<file path="src/rtl/lcdsp_pkg.sv">
// Shared types for the host serial port.
// Assumes: nothing beyond IEEE 1800-2017 packages.
package lcdsp_pkg;

    // Which source drives the serial output value.
    typedef enum logic [1:0] {
        SDO_READY = 2'd0,
        SDO_BUSY  = 2'd1,
        SDO_DATA  = 2'd2
    } sdo_src_e;

    // Pick the output source from the port state; busy has priority.
    function automatic sdo_src_e pick_src(input logic busy, input logic reading);
        if (busy)         return SDO_BUSY;
        else if (reading) return SDO_DATA;
        else              return SDO_READY;
    endfunction

endpackage

</file>
<file path="src/rtl/lcdsp_sync.sv">
// Multi-stage synchroniser for a bundle of asynchronous host lines.
// Assumes: each bit is an independent level; STAGES >= 2. All lines get
// the same latency, so data sampled with a clock edge stays aligned.
module lcdsp_sync #(
    parameter int W      = 4,
    parameter int STAGES = 2
) (
    input  logic         clk,
    input  logic         rst_n,
    input  logic [W-1:0] d,
    input  logic [W-1:0] rst_val,
    output logic [W-1:0] q
);
    logic [W-1:0] stg [STAGES];

    // Shift the raw lines through the synchroniser chain.
    always_ff @(posedge clk) begin
        if (!rst_n) begin
            for (int i = 0; i < STAGES; i++) stg[i] <= rst_val;
        end else begin
            stg[0] <= d;
            for (int i = 1; i < STAGES; i++) stg[i] <= stg[i-1];
        end
    end

    assign q = stg[STAGES-1];
endmodule

</file>
<file path="src/rtl/lcdsp_rx.sv">
// Serial word assembler. Detects rising shift edges in the master clock
// domain and collects bits first-to-bit-0. When a word completes it
// registers the word with its command flag.
// Assumes: inputs are already synchronised. The shift clock is treated
// as high while chip select is low. Edges are dropped while busy.
module lcdsp_rx #(
    parameter int W  = 8,
    localparam int CW = $clog2(W)
) (
    input  logic          clk,
    input  logic          rst_n,
    input  logic          cs_s,
    input  logic          sck_s,
    input  logic          sdi_s,
    input  logic          cd_s,
    input  logic          busy,
    output logic          edge_ok,
    output logic [CW-1:0] cnt_o,
    output logic          cs_fall,
    output logic          done,
    output logic          word_vld,
    output logic [W-1:0]  word_byte,
    output logic          word_cmd
);
    localparam logic [CW-1:0] LAST = CW'(W - 1);

    logic          sck_q, cs_q;
    logic [CW-1:0] cnt_q;
    logic [W-1:0]  sh_q;
    logic          sck_int;

    assign sck_int = sck_s | ~cs_s;
    assign edge_ok = cs_s & sck_s & ~sck_q & ~busy;
    assign cs_fall = cs_q & ~cs_s;
    assign done    = edge_ok && (cnt_q == LAST);
    assign cnt_o   = cnt_q;

    // Remember the previous gated shift clock and chip select for edge detection.
    always_ff @(posedge clk) begin
        if (!rst_n) begin
            sck_q <= 1'b1;
            cs_q  <= 1'b0;
        end else begin
            sck_q <= sck_int;
            cs_q  <= cs_s;
        end
    end

    // Count bits and collect them; clear the count when chip select drops.
    always_ff @(posedge clk) begin
        if (!rst_n) begin
            cnt_q <= '0;
            sh_q  <= '0;
        end else if (cs_fall) begin
            cnt_q <= '0;
        end else if (edge_ok) begin
            sh_q[cnt_q] <= sdi_s;
            cnt_q       <= (cnt_q == LAST) ? '0 : cnt_q + 1'b1;
        end
    end

    // Register the finished word and raise the one-cycle strobe.
    always_ff @(posedge clk) begin
        if (!rst_n) begin
            word_vld  <= 1'b0;
            word_byte <= '0;
            word_cmd  <= 1'b0;
        end else begin
            word_vld <= done;
            if (done) begin
                word_byte <= {sdi_s, sh_q[W-2:0]};
                word_cmd  <= cd_s;
            end
        end
    end

    AST_VLD_ONE_CYCLE: assert property (@(posedge clk) disable iff (!rst_n)
        word_vld |=> !word_vld);
    AST_CMD_AT_LAST: assert property (@(posedge clk) disable iff (!rst_n)
        word_vld |-> (word_cmd == $past(cd_s)));
    AST_HOLD_WHILE_BUSY: assert property (@(posedge clk) disable iff (!rst_n)
        (busy && cs_s) |=> $stable(cnt_q));
    AST_CLEAR_ON_DESELECT: assert property (@(posedge clk) disable iff (!rst_n)
        !cs_s |=> (cnt_q == '0));
endmodule

</file>
<file path="src/rtl/lcdsp_busy.sv">
// Busy window timer. Loads a duty-dependent length when a word completes
// and counts down to zero; busy is high while the count is non-zero.
// Assumes: load is a single-cycle pulse; BUSY_LONG >= BUSY_SHORT >= 1.
module lcdsp_busy #(
    parameter int BUSY_SHORT = 10,
    parameter int BUSY_LONG  = 20,
    localparam int BW = $clog2(BUSY_LONG + 1)
) (
    input  logic clk,
    input  logic rst_n,
    input  logic load,
    input  logic duty9,
    output logic busy
);
    logic [BW-1:0] cnt_q;

    // Load the window length on completion, otherwise count down to zero.
    always_ff @(posedge clk) begin
        if (!rst_n)          cnt_q <= '0;
        else if (load)       cnt_q <= duty9 ? BW'(BUSY_LONG) : BW'(BUSY_SHORT);
        else if (cnt_q != 0) cnt_q <= cnt_q - 1'b1;
    end

    assign busy = (cnt_q != '0);

    AST_BUSY_AFTER_LOAD: assert property (@(posedge clk) disable iff (!rst_n)
        load |=> busy);
    AST_BUSY_BOUNDED: assert property (@(posedge clk) disable iff (!rst_n)
        cnt_q <= BW'(BUSY_LONG));
endmodule

</file>
<file path="src/rtl/lcdsp_tx.sv">
// Serial output stage. Holds the read shifter, the pending-read flag and
// the drive-enable flag, and selects ready, busy or read data.
// Assumes: edge_ok, cnt and cs_fall come from the assembler; cnt is the
// count before the current edge. The enable flag has no reset.
module lcdsp_tx #(
    parameter int W  = 8,
    localparam int CW = $clog2(W)
) (
    input  logic          clk,
    input  logic          rst_n,
    input  logic          cs_s,
    input  logic          edge_ok,
    input  logic [CW-1:0] cnt,
    input  logic          cs_fall,
    input  logic          busy,
    input  logic [W-1:0]  rd_byte,
    input  logic          oe_wr,
    input  logic          oe_val,
    output logic          sdo,
    output logic          sdo_en
);
    import lcdsp_pkg::*;

    localparam logic [CW-1:0] LAST = CW'(W - 1);

    logic [W-1:0] rd_sh;
    logic         rd_part;
    logic         oe_q;
    sdo_src_e     src;

    // Drive-enable flag: written only by the core's strobe, unaffected by reset.
    always_ff @(posedge clk) begin
        if (oe_wr) oe_q <= oe_val;
    end

    // Capture the read byte at the first edge; otherwise shift in zeros.
    always_ff @(posedge clk) begin
        if (!rst_n) begin
            rd_sh <= '0;
        end else if (edge_ok) begin
            if (cnt == '0 && !rd_part) rd_sh <= rd_byte;
            else                       rd_sh <= {1'b0, rd_sh[W-1:1]};
        end
    end

    // Mark a read cut short by deselect; clear it when a word completes.
    always_ff @(posedge clk) begin
        if (!rst_n)                          rd_part <= 1'b0;
        else if (cs_fall && cnt != '0)       rd_part <= 1'b1;
        else if (edge_ok && cnt == LAST)     rd_part <= 1'b0;
    end

    // Select the output source and gate the driver.
    always_comb begin
        src    = pick_src(busy, (cnt != '0) || rd_part);
        sdo_en = cs_s & oe_q;
        unique case (src)
            SDO_BUSY: sdo = 1'b0;
            SDO_DATA: sdo = rd_sh[0];
            default:  sdo = 1'b1;
        endcase
    end

    AST_BUSY_DRIVES_LOW: assert property (@(posedge clk) disable iff (!rst_n)
        (sdo_en && busy) |-> !sdo);
    AST_PART_CLEARED: assert property (@(posedge clk) disable iff (!rst_n)
        (edge_ok && cnt == LAST) |=> !rd_part);
    AST_FLAG_HELD: assert property (@(posedge clk)
        !oe_wr |=> $stable(oe_q));
endmodule

</file>
<file path="src/rtl/lcdc_host_serial.sv">
// Top of the host serial port: synchronisers, word assembler, busy
// timer and serial output stage.
// Assumes: the host meets the slow shift-clock timing of the master clock
// domain (each shift-clock level lasts several master clocks).
module lcdc_host_serial #(
    parameter int W          = 8,
    parameter int SYNC_STAGES = 2,
    parameter int BUSY_SHORT = 10,
    parameter int BUSY_LONG  = 20
) (
    input  logic         clk,
    input  logic         rst_n,
    input  logic         cs_i,
    input  logic         sck_i,
    input  logic         sdi_i,
    input  logic         cd_i,
    input  logic         duty9_i,
    input  logic [W-1:0] rd_byte_i,
    input  logic         oe_wr_i,
    input  logic         oe_val_i,
    output logic         word_vld_o,
    output logic [W-1:0] word_byte_o,
    output logic         word_cmd_o,
    output logic         sdo_o,
    output logic         sdo_en_o
);
    localparam int CW = $clog2(W);

    logic [3:0]    raw, syn;
    logic          cs_s, sck_s, sdi_s, cd_s;
    logic          edge_ok, cs_fall, done, busy;
    logic [CW-1:0] cnt;

    assign raw = {cd_i, sdi_i, sck_i, cs_i};
    assign {cd_s, sdi_s, sck_s, cs_s} = syn;

    lcdsp_sync #(.W(4), .STAGES(SYNC_STAGES)) u_sync (
        .clk(clk), .rst_n(rst_n), .d(raw), .rst_val(4'b0010), .q(syn)
    );

    lcdsp_rx #(.W(W)) u_rx (
        .clk(clk), .rst_n(rst_n), .cs_s(cs_s), .sck_s(sck_s), .sdi_s(sdi_s),
        .cd_s(cd_s), .busy(busy), .edge_ok(edge_ok), .cnt_o(cnt),
        .cs_fall(cs_fall), .done(done), .word_vld(word_vld_o),
        .word_byte(word_byte_o), .word_cmd(word_cmd_o)
    );

    lcdsp_busy #(.BUSY_SHORT(BUSY_SHORT), .BUSY_LONG(BUSY_LONG)) u_busy (
        .clk(clk), .rst_n(rst_n), .load(done), .duty9(duty9_i), .busy(busy)
    );

    lcdsp_tx #(.W(W)) u_tx (
        .clk(clk), .rst_n(rst_n), .cs_s(cs_s), .edge_ok(edge_ok), .cnt(cnt),
        .cs_fall(cs_fall), .busy(busy), .rd_byte(rd_byte_i), .oe_wr(oe_wr_i),
        .oe_val(oe_val_i), .sdo(sdo_o), .sdo_en(sdo_en_o)
    );

    AST_STROBE_OPENS_BUSY: assert property (@(posedge clk) disable iff (!rst_n)
        word_vld_o |-> busy);
endmodule

</file>
<file path="config.mk">
export PLATFORM = sky130hd
export DESIGN_NAME = lcdc_host_serial
export DESIGN_NICKNAME = d
export VERILOG_FILES = /design/src/rtl/lcdsp_pkg.sv /design/src/rtl/lcdsp_sync.sv /design/src/rtl/lcdsp_rx.sv /design/src/rtl/lcdsp_busy.sv /design/src/rtl/lcdsp_tx.sv /design/src/rtl/lcdc_host_serial.sv
export SDC_FILE = /design/constraint.sdc
export NUM_CORES = 1
export LEC_CHECK = 0
export ABC_AREA = 1
export BUFFER_PORTS_ARGS = -buffer_cell sky130_fd_sc_hd__buf_2
export CAP_MARGIN = 20
export CORE_AREA = 2 2 56 69
export DETAILED_ROUTE_END_ITERATION = 12
export DIE_AREA = 0 0 58 71
export GPL_ROUTABILITY_DRIVEN = 0
export GPL_TIMING_DRIVEN = 0
export PLACE_DENSITY = 0.8
export SLEW_MARGIN = 30
export SYNTH_ARGS = -nofsm -noshare
export SYNTH_HDL_FRONTEND = slang
export SYNTH_SLANG_ARGS = --single-unit
</file>
<file path="constraint.sdc">
create_clock -name clk -period 4 [get_ports clk]
set_input_delay 1.2 -clock clk [delete_from_list [all_inputs] [get_ports clk]]
set_output_delay 1.2 -clock clk [all_outputs]
set_load 0.05 [all_outputs]
</file>
=== Word level (Yosys, flattened, before mapping) ===
Memories as Yosys holds them, arrays and structs flattened.
Cells that the tools add are included.

* Bits in registers: 38
* Latch bits: 0
* Memories: 1
* Bits in read-only memories: 0
* Logic and storage cells: 62
* RAM bits: 8

* $lt $le $gt $ge: 2
* Shifts and indexed selects: 0
* Bitwise logic cells: 13
* Div/mod/pow operators: 0
* Multiply operators: 0
* Eq/ne operators: 3
* Muxes and demuxes: 17
* Add/sub/neg operators: 2
* Reductions and logical operators: 13

{| class="wikitable"
|+ Memory list
! memory !! depth !! width !! read ports !! clocked after Yosys merged registers in !! wr ports !! RTL line !! source
|-
| u_sync.stg || 2 || 4 || 2 || 0 || 2 || lcdsp_sync.sv:14 || <nowiki>logic [W-1:0] stg [STAGES];</nowiki>
|}

{| class="wikitable"
|+ Operators by type and width
! operator !! count
|-
| 5-bit 2-to-1 mux || 3
|-
| 8-bit bitwise mux || 1
|-
| 4-bit 2-to-1 mux || 2
|-
| 8-bit 2-to-1 mux || 1
|-
| 1-bit bitwise AND || 5
|-
| 1-bit 2-to-1 mux || 5
|-
| 1-bit NOT || 5
|-
| 5-bit nonzero test || 1
|-
| 5-bit by 1-bit subtractor with 5-bit output, second input constant || 1
|-
| 1-bit logical AND || 4
|-
| 3-bit by 4-bit less-than comparator with 1-bit output, second input constant || 1
|-
| 2-bit 2-to-1 mux || 2
|-
| 2-bit nonzero test || 2
|-
| 3-bit by 1-bit adder with 3-bit output, second input constant || 1
|-
| 1-bit demux with 3-bit select || 1
|-
| 3-bit == test, second input constant || 1
|-
| 3-bit by 1-bit >= comparator with 1-bit output, second input constant || 1
|-
| 3-bit logical NOT || 1
|-
| 3-bit 2-to-1 mux || 1
|-
| 1-bit OR || 3
|-
| 3-bit nonzero test || 1
|-
| 2-bit by 1-bit == test with 1-bit output, second input constant || 1
|-
| 2-bit == test, second input constant || 1
|-
| 1-bit one-hot mux with 2 select lines || 1
|-
| other kinds (4) || 4
|}

=== Depth between registers and ports, before layout ===
Gate-level depths: netlist of run 1.
An unclocked memory read counts as a cell.

* Depth in word-level cells: 7
* Mapped depth: 11
* Depth with buffers taken out: 8

=== Hierarchy ===
A second synthesis of run 1 with hierarchy kept.

* Cell total of the unflattened synthesis: 300
* Area total of the unflattened synthesis: 2084.5 µm²

{| class="wikitable"
|+ By module, submodules not included
! module !! area each (µm²) !! sequential area each (µm²) !! cells an instance !! instances
|-
| lcdsp_rx || 967.2 || 440.4 || 146 || 1
|-
| lcdsp_tx || 538.0 || 210.2 || 78 || 1
|-
| lcdsp_sync || 295.3 || 160.2 || 34 || 1
|-
| lcdsp_busy || 276.5 || 100.1 || 40 || 1
|-
| lcdc_host_serial || 7.5 || 0.0 || 2 || 1
|}

=== Least setup slack after synthesis of run 1 ===
OpenSTA, ideal clock, no wires.

* Path kind: flip-flop to output port
* Start: register u_rx.cnt_q[0], in the netlist u_rx.cnt_o[0]
* End: output sdo_o
* Setup slack: 768 ps
* Arrival time: 2032 ps
* Stages on the path, launching flop included: 9
* Required time: 2800 ps
* Buffers on the path: 3
* Cells stage by stage: dfxtp_1 > clkbuf_1 > inv_1 > ha_1 > nand2_2 > or2_1 > buf_6 > buf_12 > a21oi_1

* Cells in the longest elaborated chain, start to end: 6

{| class="wikitable"
|+ RTL lines
! element !! RTL line !! source
|-
| start, declared || lcdsp_rx.sv:28 || <nowiki>logic [CW-1:0] cnt_q;</nowiki>
|-
| start signal, assigned || lcdsp_rx.sv:58 || <nowiki>cnt_q <= (cnt_q == LAST) ? '0 : cnt_q + 1'b1;</nowiki>
|-
| 3-bit nonzero test (*) || lcdsp_tx.sv:55 || <nowiki>src = pick_src(busy, (cnt != '0) || rd_part);</nowiki>
|-
| 1-bit logical OR (*) || lcdsp_tx.sv:55 ||
|-
| 2-bit 2-to-1 mux (*) || lcdsp_pkg.sv:15 || <nowiki>else if (reading) return SDO_DATA;</nowiki>
|-
| 2-bit 2-to-1 mux (*) || lcdsp_pkg.sv:14 || <nowiki>if (busy) return SDO_BUSY;</nowiki>
|-
| 2-bit == test / 2-bit by 1-bit == test with 1-bit output (equally long branches) || lcdsp_tx.sv:57 || <nowiki>unique case (src)</nowiki>
|-
| 1-bit one-hot mux with 2 select lines (*) || lcdsp_tx.sv:57 ||
|-
| end, declared || lcdc_host_serial.sv:24 || <nowiki>output logic sdo_o,</nowiki>
|}

Every way passes the cells marked *; elsewhere a longest branch is shown, timed or not.

=== Final worst setup path of run 1 ===
Ends and elaborated chain as after synthesis.

==> metrics.txt, run 1 <==
status complete, no violations; I/O pin cnt 29; Worst-Margin Slew 0.4470 ns; Max stage delay cell, worst path dfxtp_1; maximum VDD drop ~0.39 mV; Die Y slightly above 70 um; max incr delay on CP approximately 0.34 ns; CTS sink count 45; Fin Setup TNS 0 ns; CP required ~2.8 ns; drt pass-1 iters 4; startpoint types register; unrepaired setup endpoints after global routing false; hold_buf cts 0; pre-CTS worst setup slack 1.031 ns; worst skew pair latency 0.29 ns; starting density of the core 57.83%; DRC viols 0; Met1 Wirelength 1677 um; CTS clk-pin slew, worst paths approximately 0.08 ns; syn_nets between 200 and 300; wire length per cell approximately 11 um; Synth async-reset ratio 0%; Setup Buffers After CTS 0; Most used DFF post-synth dfxtp_1; Worst Path Max Fanout 10; CP cell instances clkbuf_1 > inv_1 > ha_1 > nand2_2 > or2_1 > buf_6 > buf_12 > a21oi_1 > buf_2; Seq pwr share between 40 and 50%; Final WS setup ~0.71 ns; FP Rows 24; fin crit share between 80% and 90%; Synth Area in Adders 2.484%; dpl cells ~330; Comb power frac 21.9%; H-tree depth 2; compound-cell area share of the yosys netlist between 10% and 20%; total global routing overflow 0; # port buffers 28; CORE AREA ~3500 um^2; vias in the first global route 1522; Cell Int Power 0.7622 mW; Post-synth EDFFs 1; Sw Pwr 0.3095 mW; vias per cell a little under 5; wirelength, routed about 3700 um; total CTS buffers 5; mux cell area share after synthesis 0%; final core occ 66.59%; Detail Route Antenna Nets 0; first-pass GRT wire length roughly 6400 um; XOR/XNOR Fraction of Synth Area 0.8696%; total of max-cap violations 0; Syn Inst Count 260; clock power share approximately a third; share of cells above drive strength 1 a little over a fifth; nets@finish roughly 320; Netlist cell types 29; Final Hold Vio Count 0; largest net degree at the start of global routing 14; Final Setup Violations 0; Slew Limit Fails 0; Synth Register Bits between 40 and 50; register area share after synthesis a little under half; CTS Root Cell clkbuf_8; CP bufs+invs 5; max layer used met4; Synth Area in Simple Gates between 20% and 30%; PostCTS Resize Cnt 0; synth warn 0; slew margin rel. between 70 and 80%; initial antenna violation count 0; diode count 0; detailed router's first-iteration violation count between 50 and 60; pwr dens roughly 460 nW/um^2; CP top delay family buffers and inverters; FMAX between 300 and 400 MHz; CTS tree yes; full die area ~4100 um^2; routed length on met3 between 100 and 150 um; clk buf depth 2; metal2 WL 1842 um; main combinational cell family by area after synthesis simple AND/OR/NAND/NOR gates; non-filler cells, final ~340; Vias 1650; critical path arrival roughly 2.1 ns; mapped cell area a little over 2000 um^2; Final HPWL DP about 2700 um; CP Capture Type output port; GRT Total Usage just over 20%; CP Class reg2out; Post-Syn Area per Cell 7.748 um^2; LEAKAGE roughly 1.1 nW; die width between 50 and 60 um; synthesis-to-layout area growth 15.16%; sw frac slightly below 30%; Clock Skew between 0.005 and 0.006 ns; Hold Crit Class reg2reg; min cycle time layout 3.292 ns
## power groups by stage
stage / clock network (mW) / registers (mW) / logic, mW
6_report: 0.347 / 0.490 / 0.235
5_1_grt: 0.368 / 0.493 / 0.261
4_1_cts: 0.352 / 0.491 / 0.236
3_5_place_dp: 0 / 0.501 / 0.235
3_3_place_gp: 0 / 0.500 / 0.230
2_1_floorplan: 0 / 0.498 / 0.192
## final cells by class
cell class | instances | area, um^2
flip-flops and latches | 45 | 910.9
inverters | 38 | 142.6
multi-input cells | 165 | 860.8
clock buffers | 7 | 86.33
clock inverters | 1 | 30.03
repair buffers | 28 | 140.1
well taps | 39 | 48.80
fillers | 310 | 1164
plain buffers | 12 | 100.1
## per-stage QoR
step	total power, mW	instance area [um^2]	hold slack (ns)
after floorplan	0.6897	2014	0.3905
after global placement	0.7298	2203	0.4020
after detailed placement	0.7360	2203	0.4077
after CTS	1.079	2320	0.4271
after global routing	1.122	2320	0.4453
final	1.072	2320	0.4195
## Yosys cell counts (2+ instances only)
library cell | count | area, um^2
nor2_2 | 2 | 12.51
ha_1 | 4 | 50.05
or2_2 | 3 | 18.77
buf_6 | 5 | 56.30
nor3_1 | 5 | 25.02
inv_1 | 37 | 138.9
nand2_1 | 48 | 180.2
o21ai_2 | 8 | 70.07
nor2_1 | 31 | 116.4
nand3_1 | 17 | 85.08
dfxtp_1 | 44 | 880.8
clkbuf_1 | 5 | 18.77
xnor2_1 | 2 | 17.52
nand4_1 | 3 | 18.77
a21oi_1 | 22 | 110.1
o21ai_0 | 11 | 55.05
## layout by cell type, fill, tap and decap left out, types with 3 or more instances in the layout
master    netlist  routed
a21oi_1        22      22
buf_2           1      29
buf_6           5       5
clkbuf_1        5       6
clkbuf_8        0       6
dfxtp_1        44      44
ha_1            4       4
inv_1          37      37
nand2_1        48      48
nand3_1        17      17
nand4_1         3       3
nor2_1         31      31
nor3_1          5       5
o21ai_0        11      11
o21ai_2         8       8
or2_2           3       3
## logic make-up after synthesis
group / count (synthesis)
AO/OA/AOI/OAI: 44
AND/OR/NAND/NOR: 115
flip-flops: 45
buffers and inverters: 50
adder cells (fa/ha/maj): 4
XOR/XNOR: 2
## metal layers
metal | global-route usage, % | vias to the layer above
met2 | 34.47 | 26
met4 | 7.752 | 0
li1 | - | 883
met3 | 4.936 | 4
met5 | 0 | -
met1 | 23.93 | 737
## final timing paths
kind | from | to | slack (ns) | cells past startpoint
setup / recovery | u_rx.cnt_o[0] | sdo_o | 0.71 | 9
hold / removal | u_sync.stg[0][1] | u_sync.stg[0][5] | 0.42 | 1
setup reg to reg | u_rx.cnt_o[0] | u_tx.rd_sh[4] | 2.15 | 11
hold reg to reg | u_sync.stg[0][1] | u_sync.stg[0][5] | 0.42 | 1
## registers in the layout (all words and copies together) (netlist names), 3 cells and up
name / cells
u_tx.rd_sh: 8
u_rx.word_byte: 8
u_rx.cnt_o: 3
u_rx.sh_q: 7
u_sync.stg: 8
u_busy.cnt_q: 5
## worst register-to-register path: stages, from the launching register on
cell and delay [ns]:
dfxtp_1 0.38, clkbuf_1 0.35, inv_1 0.11, ha_1 0.22, nand2_2 0.07, or2_1 0.11, buf_6 0.13, buf_12 0.14
nand2_1 0.07, o21ai_2 0.05, nor2_1 0.05, nor2_1 0.09
Note: power is estimated with default switching activity, not from simulation.
==> run 2: changes to the inputs <==
--- a/config.mk
+++ b/config.mk
@@ -8,12 +8,12 @@
 export ABC_AREA = 1
 export BUFFER_PORTS_ARGS = -buffer_cell sky130_fd_sc_hd__buf_2
 export CAP_MARGIN = 20
-export CORE_AREA = 2 2 56 69
+export CORE_AREA = 2 2 61 75
 export DETAILED_ROUTE_END_ITERATION = 12
-export DIE_AREA = 0 0 58 71
+export DIE_AREA = 0 0 63 77
 export GPL_ROUTABILITY_DRIVEN = 0
 export GPL_TIMING_DRIVEN = 0
-export PLACE_DENSITY = 0.8
+export PLACE_DENSITY = 0.71
 export SLEW_MARGIN = 30
 export SYNTH_ARGS = -nofsm -noshare
 export SYNTH_HDL_FRONTEND = slang
==> constraint.sdc (replaced) <==
create_clock -name clk -period 2.8 [get_ports clk]
set_input_delay 0.84 -clock clk [delete_from_list [all_inputs] [get_ports clk]]
set_output_delay 0.84 -clock clk [all_outputs]
set_load 0.05 [all_outputs]
==> run 2 against run 1 <==
Effect of this change: design area increased by 1.2%; hold slack worse by 0.0021 ns; combinational power increased by 51%; clock-buffer cell count unchanged; critical path type unchanged; via count rose by 0.85%; highest routed layer unchanged; global-route usage shrank 2.6 points; sequential share of layout area fell by 0.43 points.
==> metrics.txt, run 2 (synthesis results as in run 1) <==
area of the multi-input gates 864.6 um^2 (+0.44%); vias per cell 4.741 (-3.7%); Max stage delay cell, worst path dfxtp_1; Hold Crit Class reg2reg; full die area 4851 um^2 (+18%); largest net degree at the start of global routing 14 (unchanged); CP top delay family buffers and inverters; clock power share 32.2% (-0.2 points); cell mode on critical path buf_6; CP cell instances inv_2 > ha_1 > nand2_2 > or2_1 > buf_6 > buf_12 > a21oi_2 > buf_6; Largest regs u_rx.word_byte: 8 flops, u_sync.stg: 8 flops, u_tx.rd_sh: 8 flops; status complete, no violations; max incr delay on CP 0.39 ns (+0.05 ns); slew margin rel. 67.89% (-2.3 points); CTS Root Cell clkbuf_8; Worst Path Max Fanout 10 (unchanged); first-pass GRT wire length 6831 um (+7.2%); synthesis-to-layout area growth 16.58%; DRC viols 0 (unchanged); detailed router's first-iteration violation count 58 (-1.7%); nets@finish 315 (-0.32%); sw frac 28.94% (+0.065 points); Setup Buffers After CTS 0 (unchanged); GRT Total Usage 17.56% (-2.6 points); wirelength, routed 3794 um (+2.3%); total CTS buffers 5 (unchanged); die width 63 um (+8.6%); most common cell after layout, fill and taps aside nand2_1; hold_buf cts 0 (unchanged); clk buf depth 2 (unchanged); FILL cells 416 (+34%); pwr dens 662.7 nW/um^2 (+43%); CTS tree yes; worst skew pair latency 0.30 ns (about the same); drt pass-1 iters 4 (unchanged); CTS sink count 45 (unchanged); starting density of the core 48.76% (-9.1 points); CTS clk-pin slew, worst paths 0.08 ns (about the same); Sw Pwr 0.4505 mW (+46%); CORE AREA 4131 um^2 (+19%); # port buffers 28 (unchanged); initial antenna violation count 0 (unchanged); Clock Skew 0.007718 ns (+0.001971 ns); diode count 0 (unchanged); CP Class reg2out; CP bufs+invs 4 (-1); min cycle time layout roughly 2.7 ns; CP Capture Type output port; Die Y 77 um (+8.5%); H-tree depth 2 (unchanged); share of cells above drive strength 1 22.03% (+1.1 points); Slew Limit Fails 0 (unchanged); fin crit share a little over nine tenths; Comb power frac 22.8% (+0.9 points); Detail Route Antenna Nets 0 (unchanged); Worst-Margin Slew 0.4817 ns (+0.03470 ns); Final Setup Violations 0 (unchanged); commonest cells after routing, fill and taps aside nand2_1, dfxtp_1, inv_1; CP required 1.96 ns (-0.84 ns); critical path arrival 1.83 ns (-0.26 ns); startpoint types register; Cell Int Power 1.106 mW (+45%); Reg area 912.1 um^2 (+0.14%); FP Rows 26 (+8.3%); Vias 1664 (+0.85%); total global routing overflow 0 (unchanged); vias in the first global route 1547 (+1.6%); maximum VDD drop 0.4103 mV (+6.5%); wire length per cell 10.81 um (-2.3%); Seq pwr share 45.0% (-0.7 points); Hold Slack 0.4174 ns (-0.002126 ns); unrepaired setup endpoints after global routing false; Fin Setup TNS 0 ns (unchanged); total of max-cap violations 0 (unchanged); I/O pin cnt 29 (unchanged); LEAKAGE 1.100 nW (+0.13%); FMAX between 300 and 400 MHz; Final Hold Vio Count 0 (unchanged); Final HPWL DP 2812 um (+3.4%)
run 2: cell type report:
cell class	instances	area share, %
repair buffers	28	6.233
plain buffers	11	4.102
clock inverters	1	1.279
clock buffers	7	3.676
well taps	56	2.983
multi-input cells	165	36.81
inverters	38	6.074
flip-flops and latches	45	38.84
run 2: path summary, 6_finish.rpt:
| kind | from | endpoint | depth (start not counted) | slack (ns) |
|---|---|---|---|---|
| worst max register to register | u_rx.cnt_o[1] | u_busy.cnt_q[2] | 5 | 1.10 |
| worst min register to register | u_sync.stg[0][2] | u_sync.stg[0][6] | 2 | 0.42 |
| worst min-delay path | u_sync.stg[0][2] | u_sync.stg[0][6] | 2 | 0.42 |
| worst max-delay path | u_rx.cnt_o[1] | sdo_o | 8 | 0.13 |
run 2: metrics by stage:
| stage | cell area (um^2) | power (mW) | instances | util (%) | setup WS, ns |
|---|---|---|---|---|---|
| 2_1_floorplan | 2018 | 0.9898 | 260 | - | 0.2015 |
| 3_3_place_gp | 2228 | 1.049 | 344 | 53.94 | 0.2293 |
| 3_5_place_dp | 2228 | 1.055 | 344 | 53.94 | 0.1970 |
| 4_1_cts | 2355 | 1.570 | 352 | 57.00 | 0.006564 |
| 5_1_grt | 2349 | 1.647 | 351 | 56.84 | 0.03867 |
| 6_report | 2349 | 1.556 | 351 | 56.84 | 0.1344 |
run 2: power groups by stage:
stage	clock [mW]	sequential, mW	combinational, mW
after global routing	0.536	0.705	0.405
after CTS	0.511	0.701	0.358
after detailed placement	0	0.716	0.339
final	0.501	0.701	0.355
after floorplan	0	0.711	0.279
after global placement	0	0.714	0.335
run 2: worst reg2reg max path, cell delays in order (launching register included):
cell and delay (ns):
dfxtp_1 0.48, ha_1 0.21, ha_1 0.27, clkbuf_1 0.38, a31oi_1 0.15, nor3_1 0.14
run 2: routing by layer:
| layer | wire length [um] | part of all wire (%) | vias up | global-route usage (%) |
|---|---|---|---|---|
| met5 | 0 | 0 | - | 0 |
| met4 | 61 | 1.6 | 0 | 8.222 |
| met3 | 158 | 4.2 | 6 | 4.545 |
| met2 | 1917 | 51 | 24 | 29.26 |
| met1 | 1657 | 44 | 753 | 20.93 |
| li1 | - | - | 881 | - |
run 2: what timing repair did:
| action | CTS | global route |
|---|---|---|
| setup endpoints to repair | 1 | 1 |
| gates resized for setup | 4 | 2 |
| gates cloned | 0 | 0 |
